==> src/rtl/stdp_pkg.sv <==
package stdp_pkg;

  typedef enum logic [1:0] {
    UPD_INC  = 2'd0,
    UPD_DEC  = 2'd1,
    UPD_DIST = 2'd2
  } upd_kind_e;

  // Soft-bound factor for table entry k: start at one half in the given
  // fixed-point width and multiply by a ratio (Q16) k times, truncating.
  function automatic int exp_entry(input int k, input int ratio_q16, input int fw);
    longint v;
    v = longint'(1) << (fw - 1);
    for (int j = 0; j < k; j++) begin
      v = (v * longint'(ratio_q16)) >>> 16;
    end
    return int'(v);
  endfunction

  // Spread of start-up weights around mid-range.
  function automatic int init_weight(input int i);
    return 30720 + ((i * 2405) % 4096);
  endfunction

endpackage

==> src/rtl/stdp_exp_lut.sv <==
module stdp_exp_lut
  import stdp_pkg::*;
#(
  parameter int LB        = 6,
  parameter int FW        = 16,
  parameter int RATIO_Q16 = 62535
) (
  input  logic [LB-1:0] idx,
  output logic [FW-1:0] factor
);
  localparam int DEPTH = 2 ** LB;

  logic [FW-1:0] tbl [DEPTH];

  for (genvar k = 0; k < DEPTH; k++) begin : g_ent
    assign tbl[k] = FW'(exp_entry(k, RATIO_Q16, FW));
  end

  assign factor = tbl[idx];
endmodule

==> src/rtl/stdp_step_unit.sv <==
module stdp_step_unit
  import stdp_pkg::*;
#(
  parameter int WW        = 16,
  parameter int AW        = 16,
  parameter int FW        = 16,
  parameter int LB        = 6,
  parameter int EW        = 8,
  parameter int GMIN      = 7,
  parameter int RATIO_Q16 = 62535
) (
  input  logic [WW-1:0] cur_w,
  input  upd_kind_e     kind,
  input  logic [AW-1:0] alpha_p,
  input  logic [AW-1:0] alpha_m,
  input  logic [EW-1:0] eps,
  output logic [WW-1:0] new_w
);
  localparam int PW = AW + FW;
  localparam int SW = WW + 1;
  localparam int XW = WW + 2;

  logic [LB-1:0]    lut_idx;
  logic [FW-1:0]    factor;
  logic [AW-1:0]    alpha;
  logic [PW-1:0]    prod;
  logic [SW-1:0]    step;
  logic [SW-1:0]    step_amt;
  logic [SW+EW-1:0] scaled;
  logic [XW-1:0]    sum;
  logic [XW-1:0]    lim;

  stdp_exp_lut #(.LB(LB), .FW(FW), .RATIO_Q16(RATIO_Q16)) u_lut (
    .idx   (lut_idx),
    .factor(factor)
  );

  always_comb begin
    lut_idx  = (kind == UPD_DEC) ? ~cur_w[WW-1 -: LB] : cur_w[WW-1 -: LB];
    alpha    = (kind == UPD_DEC) ? alpha_m : alpha_p;
    prod     = PW'(alpha) * PW'(factor);
    step     = prod[FW-1 +: SW];
    scaled   = (SW+EW)'(step) * (SW+EW)'(eps);
    step_amt = (kind == UPD_DIST) ? scaled[EW +: SW] : step;
    sum      = {2'b00, cur_w} + {1'b0, step_amt};
    lim      = {1'b0, step} + XW'(GMIN);
    if (kind == UPD_DEC) begin
      if ({2'b00, cur_w} < lim) new_w = WW'(GMIN);
      else                      new_w = cur_w - step[WW-1:0];
    end else begin
      if (sum > XW'({WW{1'b1}}))  new_w = {WW{1'b1}};
      else if (sum < XW'(GMIN))   new_w = WW'(GMIN);
      else                        new_w = sum[WW-1:0];
    end
  end
endmodule

==> src/rtl/stdp_age_track.sv <==
module stdp_age_track #(
  parameter int N   = 16,
  parameter int WIN = 25
) (
  input  logic         clk,
  input  logic         rst_n,
  input  logic         tick,
  input  logic [N-1:0] in_spike,
  output logic [N-1:0] recent
);
  localparam int AGW = $clog2(WIN + 1);

  for (genvar i = 0; i < N; i++) begin : g_age
    logic [AGW-1:0] age_q;
    logic [AGW-1:0] age_d;
    logic           age_en;

    always_comb begin
      age_en = in_spike[i] | (tick & (age_q != AGW'(WIN)));
      if (in_spike[i]) age_d = '0;
      else             age_d = age_q + 1'b1;
      recent[i] = in_spike[i] | (age_q < AGW'(WIN));
    end

    always_ff @(posedge clk or negedge rst_n) begin
      if (!rst_n)      age_q <= AGW'(WIN);
      else if (age_en) age_q <= age_d;
    end


    age_bound_chk: assert property (@(posedge clk) disable iff (!rst_n)
      age_q <= AGW'(WIN));
  end
endmodule

==> src/rtl/stdp_sweep_ctrl.sv <==
module stdp_sweep_ctrl #(
  parameter int N  = 16,
  parameter int DW = 8
) (
  input  logic                 clk,
  input  logic                 rst_n,
  input  logic                 out_spike,
  input  logic                 dist_any,
  output logic                 start,
  output logic                 busy,
  output logic                 done,
  output logic                 dist_slot,
  output logic [$clog2(N)-1:0] sweep_idx,
  output logic [DW-1:0]        drop_cnt
);
  localparam int IW = $clog2(N);

  typedef enum logic {ST_IDLE, ST_SWEEP} st_e;

  st_e           state_q, state_d;
  logic [IW-1:0] idx_q, idx_d;
  logic          pend_q, pend_d;
  logic          done_q, done_d;
  logic [DW-1:0] drop_q, drop_d;
  logic          last;

  always_comb begin
    start   = (state_q == ST_IDLE) && (out_spike || pend_q);
    last    = (state_q == ST_SWEEP) && (idx_q == IW'(N - 1));
    state_d = state_q;
    idx_d   = idx_q;
    pend_d  = pend_q;
    drop_d  = drop_q;
    done_d  = last;
    case (state_q)
      ST_IDLE: begin
        if (start) begin
          state_d = ST_SWEEP;
          idx_d   = '0;
          pend_d  = pend_q && out_spike;
        end
      end
      default: begin
        idx_d = idx_q + 1'b1;
        if (last) begin
          state_d = ST_IDLE;
          idx_d   = '0;
        end
        if (out_spike) begin
          if (!pend_q)                pend_d = 1'b1;
          else if (drop_q != '1)      drop_d = drop_q + 1'b1;
        end
      end
    endcase
    dist_slot = (state_q == ST_IDLE) && !start && dist_any;
  end

  always_ff @(posedge clk or negedge rst_n) begin
    if (!rst_n) begin
      state_q <= ST_IDLE;
      idx_q   <= '0;
      pend_q  <= 1'b0;
      done_q  <= 1'b0;
      drop_q  <= '0;
    end else begin
      state_q <= state_d;
      idx_q   <= idx_d;
      pend_q  <= pend_d;
      done_q  <= done_d;
      drop_q  <= drop_d;
    end
  end

  assign busy      = (state_q == ST_SWEEP);
  assign done      = done_q;
  assign sweep_idx = idx_q;
  assign drop_cnt  = drop_q;


  order_chk: assert property (@(posedge clk) disable iff (!rst_n)
    (busy && $past(state_q == ST_SWEEP)) |-> (idx_q == IW'($past(idx_q) + 1'b1)));


  done_chk: assert property (@(posedge clk) disable iff (!rst_n)
    done_q |-> (!busy && $past(state_q == ST_SWEEP)));


  drop_chk: assert property (@(posedge clk) disable iff (!rst_n)
    (drop_q != $past(drop_q)) |-> $past((state_q == ST_SWEEP) && out_spike && pend_q));
endmodule

==> src/rtl/stdp_updater.sv <==
module stdp_updater
  import stdp_pkg::*;
#(
  parameter int N_IN      = 16,
  parameter int WW        = 16,
  parameter int AW        = 16,
  parameter int FW        = 16,
  parameter int EW        = 8,
  parameter int LB        = 6,
  parameter int WIN_MS    = 25,
  parameter int DW        = 8,
  parameter int GMIN      = 7,
  parameter int ALPHA_P0  = 655,
  parameter int ALPHA_M0  = 328,
  parameter int RATIO_Q16 = 62535,
  localparam int IW       = $clog2(N_IN)
) (
  input  logic            clk,
  input  logic            rst_n,
  input  logic            ms_tick,
  input  logic [N_IN-1:0] in_spike,
  input  logic            out_spike,
  input  logic            disturb_en,
  input  logic [EW-1:0]   disturb_eps,
  input  logic            cfg_we,
  input  logic [IW-1:0]   cfg_idx,
  input  logic [AW-1:0]   cfg_alpha_p,
  input  logic [AW-1:0]   cfg_alpha_m,
  input  logic [IW-1:0]   rd_idx,
  output logic [WW-1:0]   rd_weight,
  output logic            busy,
  output logic            done,
  output logic [DW-1:0]   drop_cnt
);
  // reset: asserted asynchronously, released on a clock edge
  logic [1:0] rst_sync_q;
  logic       rst_n_s;

  always_ff @(posedge clk or negedge rst_n) begin
    if (!rst_n) rst_sync_q <= 2'b00;
    else        rst_sync_q <= {rst_sync_q[0], 1'b1};
  end
  assign rst_n_s = rst_sync_q[1];

  logic [WW-1:0]   w_q  [N_IN];
  logic [WW-1:0]   w_d  [N_IN];
  logic [AW-1:0]   ap_q [N_IN];
  logic [AW-1:0]   am_q [N_IN];
  logic [N_IN-1:0] recent;
  logic [N_IN-1:0] snap_q;
  logic [N_IN-1:0] pend_q, pend_d;
  logic            start, dist_slot, dist_any, wr_en;
  logic [IW-1:0]   sweep_idx, dist_idx, sel_idx;
  upd_kind_e       kind;
  logic [WW-1:0]   cur_w, upd_w;

  stdp_age_track #(.N(N_IN), .WIN(WIN_MS)) u_age (
    .clk     (clk),
    .rst_n   (rst_n_s),
    .tick    (ms_tick),
    .in_spike(in_spike),
    .recent  (recent)
  );

  stdp_sweep_ctrl #(.N(N_IN), .DW(DW)) u_ctrl (
    .clk      (clk),
    .rst_n    (rst_n_s),
    .out_spike(out_spike),
    .dist_any (dist_any),
    .start    (start),
    .busy     (busy),
    .done     (done),
    .dist_slot(dist_slot),
    .sweep_idx(sweep_idx),
    .drop_cnt (drop_cnt)
  );

  stdp_step_unit #(
    .WW(WW), .AW(AW), .FW(FW), .LB(LB), .EW(EW), .GMIN(GMIN), .RATIO_Q16(RATIO_Q16)
  ) u_step (
    .cur_w  (cur_w),
    .kind   (kind),
    .alpha_p(ap_q[sel_idx]),
    .alpha_m(am_q[sel_idx]),
    .eps    (disturb_eps),
    .new_w  (upd_w)
  );

  // selection of the synapse served this cycle
  always_comb begin
    dist_idx = '0;
    for (int i = N_IN - 1; i >= 0; i--) begin
      if (pend_q[i]) dist_idx = IW'(i);
    end
    dist_any = |pend_q;
    sel_idx  = busy ? sweep_idx : dist_idx;
    if (busy) kind = snap_q[sweep_idx] ? UPD_INC : UPD_DEC;
    else      kind = UPD_DIST;
    cur_w = w_q[sel_idx];
    wr_en = busy | dist_slot;
  end

  always_comb begin
    w_d = w_q;
    w_d[sel_idx] = upd_w;
    pend_d = pend_q;
    if (dist_slot) pend_d[dist_idx] = 1'b0;
    pend_d = pend_d | (in_spike & {N_IN{disturb_en}});
  end

  always_ff @(posedge clk or negedge rst_n_s) begin
    if (!rst_n_s) begin
      for (int i = 0; i < N_IN; i++) w_q[i] <= WW'(init_weight(i));
    end else if (wr_en) begin
      w_q <= w_d;
    end
  end

  always_ff @(posedge clk or negedge rst_n_s) begin
    if (!rst_n_s) begin
      for (int i = 0; i < N_IN; i++) begin
        ap_q[i] <= AW'(ALPHA_P0);
        am_q[i] <= AW'(ALPHA_M0);
      end
    end else if (cfg_we) begin
      ap_q[cfg_idx] <= cfg_alpha_p;
      am_q[cfg_idx] <= cfg_alpha_m;
    end
  end

  always_ff @(posedge clk or negedge rst_n_s) begin
    if (!rst_n_s)   snap_q <= '0;
    else if (start) snap_q <= recent;
  end

  always_ff @(posedge clk or negedge rst_n_s) begin
    if (!rst_n_s) pend_q <= '0;
    else          pend_q <= pend_d;
  end

  assign rd_weight = w_q[rd_idx];


  weight_floor_chk: assert property (@(posedge clk) disable iff (!rst_n_s)
    wr_en |-> (upd_w >= WW'(GMIN)));


  inc_mono_chk: assert property (@(posedge clk) disable iff (!rst_n_s)
    (wr_en && kind != UPD_DEC) |-> (upd_w >= cur_w));


  dec_mono_chk: assert property (@(posedge clk) disable iff (!rst_n_s)
    (wr_en && kind == UPD_DEC) |-> (upd_w <= cur_w));


  alpha_zero_chk: assert property (@(posedge clk) disable iff (!rst_n_s)
    (wr_en && kind == UPD_INC && ap_q[sel_idx] == '0) |-> (upd_w == cur_w));
endmodule

==> config.mk <==
export PLATFORM = sky130hd
export DESIGN_NAME = stdp_updater
export DESIGN_NICKNAME = d
export VERILOG_FILES = /design/src/rtl/stdp_pkg.sv /design/src/rtl/stdp_exp_lut.sv /design/src/rtl/stdp_step_unit.sv /design/src/rtl/stdp_age_track.sv /design/src/rtl/stdp_sweep_ctrl.sv /design/src/rtl/stdp_updater.sv
export SDC_FILE = /design/constraint.sdc
export NUM_CORES = 2
export LEC_CHECK = 0
export BUFFER_PORTS_ARGS = -buffer_cell sky130_fd_sc_hd__buf_4
export CAP_MARGIN = 20
export CORE_MARGIN = 5
export CORE_UTILIZATION = 60
export DETAILED_ROUTE_END_ITERATION = 10
export HOLD_SLACK_MARGIN = 0.05
export PLACE_DENSITY = 0.86
export SYNTH_ARGS = -nofsm -noshare
export SYNTH_HDL_FRONTEND = slang
export SYNTH_SLANG_ARGS = --single-unit
==> constraint.sdc <==
create_clock -name clk -period 37.6 [get_ports clk]
set_clock_uncertainty 0.1 [all_clocks]
set_input_delay 3.76 -clock clk [delete_from_list [all_inputs] [get_ports clk]]
set_output_delay 3.76 -clock clk [all_outputs]
set_load 0.02 [all_outputs]
==> impl_results.md <==
* Outcome: complete, no violations
* Avg WL per Cell at 22.1 µm
* Slew Viols, Final at 0
* Crit path top cell by count: fa_1
* Vias per Instance at 6.41
* Distinct cells, synth at 100
* Vias in the first global route at roughly 50000
* Nets at 6553
* Post-DRT Antenna Nets at 0
* I/O pins at 96
* Ys Warns at 0
* Core Region at ~100000 µm²
* Final Hold Fails at 0
* CTS Hold Buffers Added at 0
* Die H at 330 µm
* Clk pin slew, worst setup/hold paths at 0.07 ns
* Rel. slew slack at 17.7%
* Dominant cell type by area after synthesis: dfrtp_1
* Fill cell count at 7385
* Synth top area share at 23.8%
* Remaining DRCs at 0
* GR peak layer: met2
* Via count at 47504
* CP max stage delay at 0.95 ns
* Register area share after synthesis at 37.3%
* Routed WL at approximately 160000 µm
* Worst Setup Start Kind: flop
* Most frequently used flop master after synthesis: dfrtp_1
* Starting Density at 60.3%
* Initial antenna violation count at 7
* Post-Synthesis Cells at 6073
* CTS tree: done
* Area delta synth->final at 7.94%
* Resize count post-CTS at 0
* RePlAce Congestion at 0.922
* Setup TNS at 0 ns
* Die width at between 300 and 400 µm
* Syn Area/Cell at 10.1 µm²
* Gr usage total at 29.8%
* H-tree depth at 3
* Setup Fix Bufs, Post-CTS at 0
* M2 GR Usage at 49.2%
* 1st-iter DRT viols at roughly 5000
* Tcrit/Tclk final at 59.7%
* Post-Syn Nets at 6664
* Flops & latches, synth at 897
* Crit path time final at 22.45 ns
* Number of synthesized flops with an enable pin at 0
* Crit path kind: flop to flop
* Number of max-cap violations at 0
* Final setup vio count at 0
* Critical path's slowest cell: dfrtp_2
* Port buffer count at 95
* First-pass GRT wire length at 263000 µm
* Unrepaired setup endpoints after global routing: no
* HP Class: flop to flop
* Worst Setup End Kind: flop
* Mapped Area at 61300 µm²
* Pin count of the biggest net entering global routing at 179
* Reg area at 22800 µm²
* Root Buffer Master: clkbuf_16
* Layout cells sized above 1 at 26.3%
* Initial DRT Pass Iterations at 7
* Footprint of the multi-input gates at 35500 µm²
* Post-DP HPWL at 102000 µm
* CP max FO at 61
* Synth area leaders: dfrtp_1 (24%), mux2_2 (14%), dfstp_2 (14%)
* Data arrival time of the worst path at 22.95 ns
* Worst-Margin Slew at approximately 1.2 ns
* Max Freq at 44.5 MHz
* CTS sink count at 897
* Clock Latency Late Sink at ~0.67 ns
* Row count at 117
* Grt ovf at 0
* M3 GR Usage at under 10%
* Commonest non-fill, non-tap cell in the layout: nand2_1
* Met1 GRT Util at 38.1%
* Asr flop ratio synth at 100%
* Die area at 109000 µm²
* Commonest non-fill, non-tap cells in the layout: nand2_1 (1045), mux2_2 (742), dfrtp_1 (580), nand3_1 (483), inv_1 (393)
* CP Data Required Time at 38.10 ns
* Longest Clk Path Bufs at 3
* TritonCTS Buffers at 83
==> sequential cells by signal, indices dropped and copies added, names as in the netlist <==
signal	count
am_q	256
ap_q	256
pend_q	16
rst_sync_q	2
snap_q	16
u_age.g_age.age_q	80
u_ctrl.busy	1
u_ctrl.done	1
u_ctrl.drop_cnt	8
u_ctrl.pend_q	1
u_ctrl.sweep_idx	4
w_q	256
==> critical path, delay by kind of cell (launching register included) <==
family                     cells  cell delay (ns)
DFF                            1             0.95
AOI/OAI and AO/OA             25             6.01
adders and majority gates     14             6.58
and+or+nand+nor               24             4.62
xor gates and xnor gates       4             1.63
buffers and inverters          8             1.90
muxes                          2             0.54
==> cell type report <==
type	count	area share [%]
Antenna cell	6	0.0227
Clock buffer	126	3.78
Clock inverter	30	0.704
Inverter	398	2.27
Multi-Input combinational cell	4381	53.7
Sequential cell	897	34.5
Tap cell	1368	2.59
Timing Repair Buffer	201	2.42
==> Yosys cell counts, types with 24 or more instances <==
master and n:
inv_1 393, a31oi_1 25, mux4_2 89, dfrtp_1 582, xnor2_1 76, clkbuf_1 286
buf_2 24, nor3_1 74, nor2b_1 38, mux2i_1 37, nand2b_1 26, xor2_1 84
nand2_1 1047, and2_1 200, dfstp_2 315, nand3_1 483, fa_1 284, a21oi_1 144
mux2_2 742, a21o_1 25, buf_1 71, ha_1 237, nand4_1 44, nor2_1 215
o21ai_0 143
==> logic make-up (layout without fill, tap and decap cells) <==
logic type	after synthesis	after routing	synth area share (%)
other cells	1	7	0.00612
compound gates	589	589	6.76
xor+xnor	161	161	2.31
mux	869	869	17.5
flops	897	897	37.3
buf+inv	795	755	5.10
simple gates	2239	2239	16.9
fa+ha+maj	522	522	14.1
==> per-stage QoR <==
step | hold slack, ns | setup slack (ns) | cells | cell area (µm²) | util, %
2_1_floorplan | 0.231 | 11.20 | 6073 | 61300 | -
3_3_place_gp | 0.234 | 16.19 | 7240 | 63100 | 62.1
3_5_place_dp | 0.245 | 15.61 | 7241 | 63100 | 62.1
4_1_cts | 0.260 | 15.50 | 7397 | 66000 | 65.0
5_1_grt | 0.276 | 13.89 | 7405 | 66100 | 65.1
6_report | 0.256 | 15.15 | 7407 | 66100 | 65.1
==> worst paths after layout <==
check                                      to          start  depth (start not counted)  slack, ns
max                                   w_q[34]    u_ctrl.busy                         77      15.15
min                             rst_sync_q[1]  rst_sync_q[0]                          0       0.26
max reg2reg                           w_q[34]    u_ctrl.busy                         77      15.15
min reg2reg                     rst_sync_q[1]  rst_sync_q[0]                          0       0.26
max in group asynchronous            ap_q[90]  rst_sync_q[1]                          4      33.41
min in group asynchronous  u_ctrl.drop_cnt[3]  rst_sync_q[1]                          0       0.36
==> metal layers <==
metal  wire length, µm  vias to the layer above  share of wire [%]
li1                  -                    20460                  -
met1             62100                    23968                 38
met2             78500                     2472                 48
met3             14700                      602                9.0
met4              8020                        2                4.9
met5                13                        -             0.0080
Power is left out: the tool's default activity adds up to more than one toggle a clock period on the data nets, which glitch-free logic cannot reach.
